$ cat config.mk
export PLATFORM = sky130hd
export DESIGN_NAME = gp_predictor
export DESIGN_NICKNAME = d
export VERILOG_FILES = /design/src/rtl/gp_pkg.sv /design/src/rtl/gp_history.sv /design/src/rtl/gp_index.sv /design/src/rtl/gp_pattern_table.sv /design/src/rtl/gp_predictor.sv
export SDC_FILE = /design/constraint.sdc
export NUM_CORES = 2
export LEC_CHECK = 0
export BUFFER_PORTS_ARGS = -buffer_cell sky130_fd_sc_hd__buf_2
export CORE_MARGIN = 2
export CORE_UTILIZATION = 58
export DETAILED_ROUTE_END_ITERATION = 8
export PLACE_DENSITY = 0.72
export SYNTH_ARGS = -nofsm -noshare
export SYNTH_HDL_FRONTEND = slang
export SYNTH_SLANG_ARGS = --single-unit
$ cat constraint.sdc
create_clock -name clk -period 9.85 [get_ports clk]
set_clock_uncertainty 0.05 [all_clocks]
set_input_delay 0.4925 -clock clk [delete_from_list [all_inputs] [get_ports clk]]
set_output_delay 0.4925 -clock clk [all_outputs]
set_load 0.02 [all_outputs]
$ cat src/rtl/gp_pkg.sv
package gp_pkg;

  typedef logic [1:0] ctr_t;

  localparam ctr_t CTR_SNT = 2'b00;
  localparam ctr_t CTR_WNT = 2'b01;
  localparam ctr_t CTR_WT  = 2'b10;
  localparam ctr_t CTR_ST  = 2'b11;

  // saturating step of a direction counter
  function automatic ctr_t ctr_step(input ctr_t c, input logic taken);
    ctr_t r;
    if (taken) r = (c == CTR_ST)  ? c : ctr_t'(c + 2'd1);
    else       r = (c == CTR_SNT) ? c : ctr_t'(c - 2'd1);
    return r;
  endfunction

endpackage

$ cat src/rtl/gp_history.sv
module gp_history #(
  parameter  int HIST_W = 2,
  localparam int HP_W   = (HIST_W > 0) ? HIST_W : 1
) (
  input  logic            clk,
  input  logic            rst_n,
  input  logic            shift_en,
  input  logic            shift_in,
  output logic [HP_W-1:0] hist_q
);

  generate
    if (HIST_W == 0) begin : g_none
      logic unused_hist_in;
      assign unused_hist_in = ^{clk, rst_n, shift_en, shift_in};
      assign hist_q = '0;
    end else begin : g_shift
      logic [HIST_W-1:0] hist_r;
      logic [HIST_W-1:0] hist_d;

      always_comb begin
        hist_d = hist_r;
        if (shift_en) hist_d = HIST_W'({hist_r, shift_in});
      end

      always_ff @(posedge clk or negedge rst_n) begin
        if (!rst_n)        hist_r <= '0;
        else if (shift_en) hist_r <= hist_d;
      end

      assign hist_q = hist_r;

      // newest outcome lands in bit 0
      assert_shift_in_R7: assert property (@(posedge clk) disable iff (!rst_n)
        shift_en |=> hist_r[0] == $past(shift_in));

      // no resolved branch, no history movement
      assert_hold_R7: assert property (@(posedge clk) disable iff (!rst_n)
        !shift_en |=> $stable(hist_r));
    end
  endgenerate

endmodule

$ cat src/rtl/gp_index.sv
module gp_index #(
  parameter  int HIST_W = 2,
  parameter  int PC_W   = 32,
  parameter  int PC_LSB = 2,
  parameter  int IDX_W  = 10,
  localparam int HP_W   = (HIST_W > 0) ? HIST_W : 1
) (
  input  logic [PC_W-1:0]  pc,
  input  logic [HP_W-1:0]  hist,
  output logic [IDX_W-1:0] idx
);

  localparam int PC_BITS = IDX_W - HIST_W;
  localparam logic [PC_W-1:0] FIELD_MASK =
    {{(PC_W-PC_BITS){1'b0}}, {PC_BITS{1'b1}}} << PC_LSB;

  generate
    if (HIST_W == 0) begin : g_pc_only
      logic unused_idx_in;
      assign unused_idx_in = ^{pc & ~FIELD_MASK, hist};
      assign idx = pc[PC_LSB +: IDX_W];
    end else begin : g_concat
      logic unused_idx_in;
      assign unused_idx_in = ^(pc & ~FIELD_MASK);
      assign idx = {hist, pc[PC_LSB +: PC_BITS]};
    end
  endgenerate

endmodule

$ cat src/rtl/gp_pattern_table.sv
module gp_pattern_table
  import gp_pkg::*;
#(
  parameter int IDX_W = 10
) (
  input  logic             clk,
  input  logic             rst_n,
  input  logic [IDX_W-1:0] rd_idx,
  output ctr_t             rd_ctr,
  input  logic             wr_en,
  input  logic [IDX_W-1:0] wr_idx,
  input  logic             wr_taken
);

  localparam int DEPTH = 1 << IDX_W;

  ctr_t ctr_q [DEPTH];
  ctr_t wr_old;
  ctr_t wr_new;

  always_comb begin
    wr_old = ctr_q[wr_idx];
    wr_new = ctr_step(wr_old, wr_taken);
  end

  always_ff @(posedge clk or negedge rst_n) begin
    if (!rst_n) begin
      for (int i = 0; i < DEPTH; i++) ctr_q[i] <= CTR_WNT;
    end else if (wr_en) begin
      ctr_q[wr_idx] <= wr_new;
    end
  end

  assign rd_ctr = ctr_q[rd_idx];

  // taken moves the counter up by one below the top
  assert_inc_R3: assert property (@(posedge clk) disable iff (!rst_n)
    (wr_en && wr_taken && wr_old != CTR_ST)
      |=> ctr_q[$past(wr_idx)] == ctr_t'($past(wr_old) + 2'd1));

  // taken at the top stays at the top
  assert_sat_hi_R3: assert property (@(posedge clk) disable iff (!rst_n)
    (wr_en && wr_taken && wr_old == CTR_ST) |=> ctr_q[$past(wr_idx)] == CTR_ST);

  // not-taken moves the counter down by one above the bottom
  assert_dec_R4: assert property (@(posedge clk) disable iff (!rst_n)
    (wr_en && !wr_taken && wr_old != CTR_SNT)
      |=> ctr_q[$past(wr_idx)] == ctr_t'($past(wr_old) - 2'd1));

  // not-taken at the bottom stays at the bottom
  assert_sat_lo_R4: assert property (@(posedge clk) disable iff (!rst_n)
    (wr_en && !wr_taken && wr_old == CTR_SNT) |=> ctr_q[$past(wr_idx)] == CTR_SNT);

endmodule

$ cat src/rtl/gp_predictor.sv
module gp_predictor
  import gp_pkg::*;
#(
  parameter  int HIST_W = 2,
  parameter  int IDX_W  = 10,
  parameter  int PC_W   = 32,
  parameter  int PC_LSB = 2,
  localparam int HP_W   = (HIST_W > 0) ? HIST_W : 1
) (
  input  logic            clk,
  input  logic            rst_n,
  input  logic [PC_W-1:0] lk_pc,
  output logic            pred_taken,
  output logic [HP_W-1:0] pred_hist,
  input  logic            upd_valid,
  input  logic [PC_W-1:0] upd_pc,
  input  logic            upd_taken,
  input  logic [HP_W-1:0] upd_hist
);

  logic [HP_W-1:0]  hist_q;
  logic [IDX_W-1:0] lk_idx;
  logic [IDX_W-1:0] up_idx;
  ctr_t             lk_ctr;
  logic             unused_ctr_lsb;

  gp_history #(.HIST_W(HIST_W)) u_hist (
    .clk      (clk),
    .rst_n    (rst_n),
    .shift_en (upd_valid),
    .shift_in (upd_taken),
    .hist_q   (hist_q)
  );

  gp_index #(.HIST_W(HIST_W), .PC_W(PC_W), .PC_LSB(PC_LSB), .IDX_W(IDX_W)) u_lk_idx (
    .pc   (lk_pc),
    .hist (hist_q),
    .idx  (lk_idx)
  );

  gp_index #(.HIST_W(HIST_W), .PC_W(PC_W), .PC_LSB(PC_LSB), .IDX_W(IDX_W)) u_up_idx (
    .pc   (upd_pc),
    .hist (upd_hist),
    .idx  (up_idx)
  );

  gp_pattern_table #(.IDX_W(IDX_W)) u_table (
    .clk      (clk),
    .rst_n    (rst_n),
    .rd_idx   (lk_idx),
    .rd_ctr   (lk_ctr),
    .wr_en    (upd_valid),
    .wr_idx   (up_idx),
    .wr_taken (upd_taken)
  );

  assign pred_taken     = lk_ctr[1];
  assign unused_ctr_lsb = lk_ctr[0];
  assign pred_hist      = hist_q;

endmodule

==> results.sh <==
export IMPL_layout_common_cells="nor2_1 (3112), a31oi_1 (2056), dfrtp_1 (1026)"
export IMPL_tightest_slew_ns=1.35
export IMPL_fp_dieH_um=429
export IMPL_core_um2=180000
export IMPL_cp_data_arrival_time_ns=7.41
export IMPL_syn_area_um2=105000
export IMPL_maxCapViolations=0
export IMPL_cts_sinks=2050
export IMPL_reg2reg_to="u_table.ctr_q[1981]"
export IMPL_place_congestion=0.889
export IMPL_holdPathStages=2
export IMPL_syn_nets=10400
export IMPL_cts_buffers=207
export IMPL_clk_insertion_delay_late_ns=0.88
export IMPL_num_io_pins=73
export IMPL_period_share_pct=68.7
export IMPL_outcome="finished, final reports clean"
export IMPL_reg2reg_slack_ns=4.13
export IMPL_drive_gt1_share_pct=20.2
export IMPL_synth_distinct_cells=58
export IMPL_critical_path_class="input port to register"
export IMPL_crit_fanout=157
export IMPL_async_flop_share_pct=100
export IMPL_slowest_stage="o21ai_4"
export IMPL_drt_iter0_drc=14400
export IMPL_rsz0062_at_grt="no"
export IMPL_synth_top_area_share_pct=25.6
export IMPL_totalWireLength_um=374000
export IMPL_yosysSeqAreaShare_pct=50.1
export IMPL_post_cts_buffers=0
export IMPL_synth_edf_count=0
export IMPL_hold_viol_final=0
export IMPL_min_to="u_hist.hist_q[0]"
export IMPL_final_util_pct=62.7
export IMPL_die_area_um2=184000
export IMPL_ir_worst_vdd_mv=0.169
export IMPL_mostFrequentLayoutCell="nor2_1"
export IMPL_drt_pass1_iter_count=9
export IMPL_path_clk_slew_ns=0.06
export IMPL_die_w_um=429
export IMPL_synthCells=10300
export IMPL_ys_ff_latch=2050
export IMPL_worstSetupEndpointType="register"
export IMPL_cts_tree="done"
export IMPL_start_util_pct=58.2
export IMPL_clk_path_buf_depth=3
export IMPL_worst_hold_path_type="input port to register"
export IMPL_syn_avg_cell_area_um2=10.2
export IMPL_slew_viol_final=0
export IMPL_synth_area_top_cells="dfstp_2 (26%), dfrtp_1 (24%), a31oi_1 (12%)"
export IMPL_min_period_ns=6.76
export IMPL_grtUsageTotal_pct=39.8
export IMPL_grt_antenna_before_repair=22
export IMPL_routed_via_count=89100
export IMPL_grt_overflow_total=0
export IMPL_viasPerCell=7.22
export IMPL_grt_pass1_wl_um=552000
export IMPL_synth_top_flop_cell="dfrtp_1"
export IMPL_p_total_mw=18.9
export IMPL_area_growth_pct=7.68
export IMPL_r2r_start="u_table.ctr_q[441]"
export IMPL_fillers=14200
export IMPL_antenna_left=0
export IMPL_cts_root_buf="clkbuf_16"
export IMPL_fmax_mhz=148
export IMPL_grt_max_degree=190
export IMPL_fin_nets=9835
export IMPL_drt_wirelength_per_cell_um=30.3
export IMPL_start_kind="input port"
export IMPL_grt_pass1_vias=84700
export IMPL_yosysWarnings=0
export IMPL_synth_top_area_cell="dfstp_2"
export IMPL_cp_required_ns=10.49
export IMPL_relSlewSlack_pct=9.70
export IMPL_cpPeakStageDelay_ns=1.08
export IMPL_hpwlAfterDp_um=199000
export IMPL_std_cell_rows=156
export IMPL_port_buffers=24
export IMPL_fin_tns_setup_ns=0
export IMPL_holdBufCountCts=2
export IMPL_cts_resized=0
export IMPL_path_cells="buf_4 -> buf_4 -> nand4bb_4 -> buf_12 -> o22ai_1 -> or4_1 -> nor2_1 -> o22ai_1 -> nor4_1 -> nand3_1 -> o21ai_4 -> buf_12 -> a31oi_1"
export IMPL_power_density_nw_per_um2=168
export IMPL_setup_viol=0
export IMPL_p_leak_nw=44.8
export IMPL_drc=0
export IMPL_htreeDepth=4
export IMPL_worstHoldStart="upd_taken"
export IMPL_reg2regPathDepth=10
cell usage after synthesis (all sizes together), types with 2 or more instances:
library cell / number
a22oi: 32
o21ai: 27
and4: 3
or4: 40
nand4b: 4
mux4: 392
dfstp: 1024
buf: 638
and3b: 5
o211ai: 5
a21o: 2
a21oi: 7
nand2b: 3
nor3b: 6
or3: 3
nand2: 83
and2: 6
a31oi: 2056
nor2b: 7
nor2: 3113
nand3: 12
inv: 2
nor3: 27
clkbuf: 320
o2111ai: 17
mux2i: 914
o31a: 2
nand4bb: 5
a22o: 2
o22a: 19
dfrtp: 1026
nand3b: 2
and3: 5
o31ai: 2
o22ai: 420
or4b: 4
nor4: 56
nand4: 11
logic make-up after synthesis:
group                  share of synthesized area, %
AOI/OAI and AO/OA                              15.6
buffers and inverters                          4.34
DFF                                            50.1
muxes                                          17.2
and+or+nand+nor                                12.7
power breakdown:
group / leakage, nW / switching, mW / internal [mW]
logic: 16.5 / 1.32 / 0.513
registers: 24.8 / 0.165 / 8.75
clock network: 3.47 / 3.50 / 4.68
layer usage:
layer | wire (um) | share of wire [%] | vias to the layer above | GRT usage [%]
met5 | 123 | 0.033 | - | 0
met4 | 26600 | 7.1 | 18 | 24.3
met3 | 51000 | 14 | 1414 | 11.8
met2 | 160000 | 43 | 6489 | 56.6
met1 | 136000 | 36 | 43900 | 53.9
li1 | - | - | 37300 | -
through the flow:
stage,hold WS [ns],setup slack (ns),instance area [um2],std cells
global route,0.0727,3.19,113000,12300
floorplan,0.147,5.71,105000,10300
detailed placement,0.440,2.61,106000,11900
global placement,0.435,2.74,106000,11900
CTS,0.0539,3.51,113000,12300
finish,0.0988,3.09,113000,12300
flip-flops by register name, summed over array words and instances (netlist names):
name	flops
u_table.ctr_q	2048
u_hist.hist_q	2
critical path: cells and delay by family:
kind / cells / cell delay, ns
AOI/OAI and AO/OA: 4 / 1.71
buffers and inverters: 4 / 2.13
and+or+nand+nor: 5 / 2.71
area by class of cell:
| cell class | count | area [um2] | share of cell area (%) |
|---|---|---|---|
| Inverter | 2 | 7.51 | 0.00665 |
| Clock buffer | 335 | 6370 | 5.64 |
| Timing Repair Buffer | 201 | 2200 | 1.95 |
| Multi-Input combinational cell | 7303 | 48100 | 42.6 |
| Antenna cell | 12 | 30.0 | 0.0266 |
| Clock inverter | 59 | 651 | 0.576 |
| Sequential cell | 2050 | 52600 | 46.5 |
| Tap cell | 2370 | 2970 | 2.63 |
worst max-delay path by stage:
stage,from,end,cells past startpoint
final,upd_pc[2],u_table.ctr_q[1981],13
after detailed placement,upd_pc[2],u_table.ctr_q[1830],14
after global routing,upd_pc[2],u_table.ctr_q[390],13
after CTS,upd_pc[2],u_table.ctr_q[1830],14
after global placement,upd_pc[2],u_table.ctr_q[1862],14
after floorplan,lk_pc[2],pred_taken,10
Power figures use the tool's default switching activity.
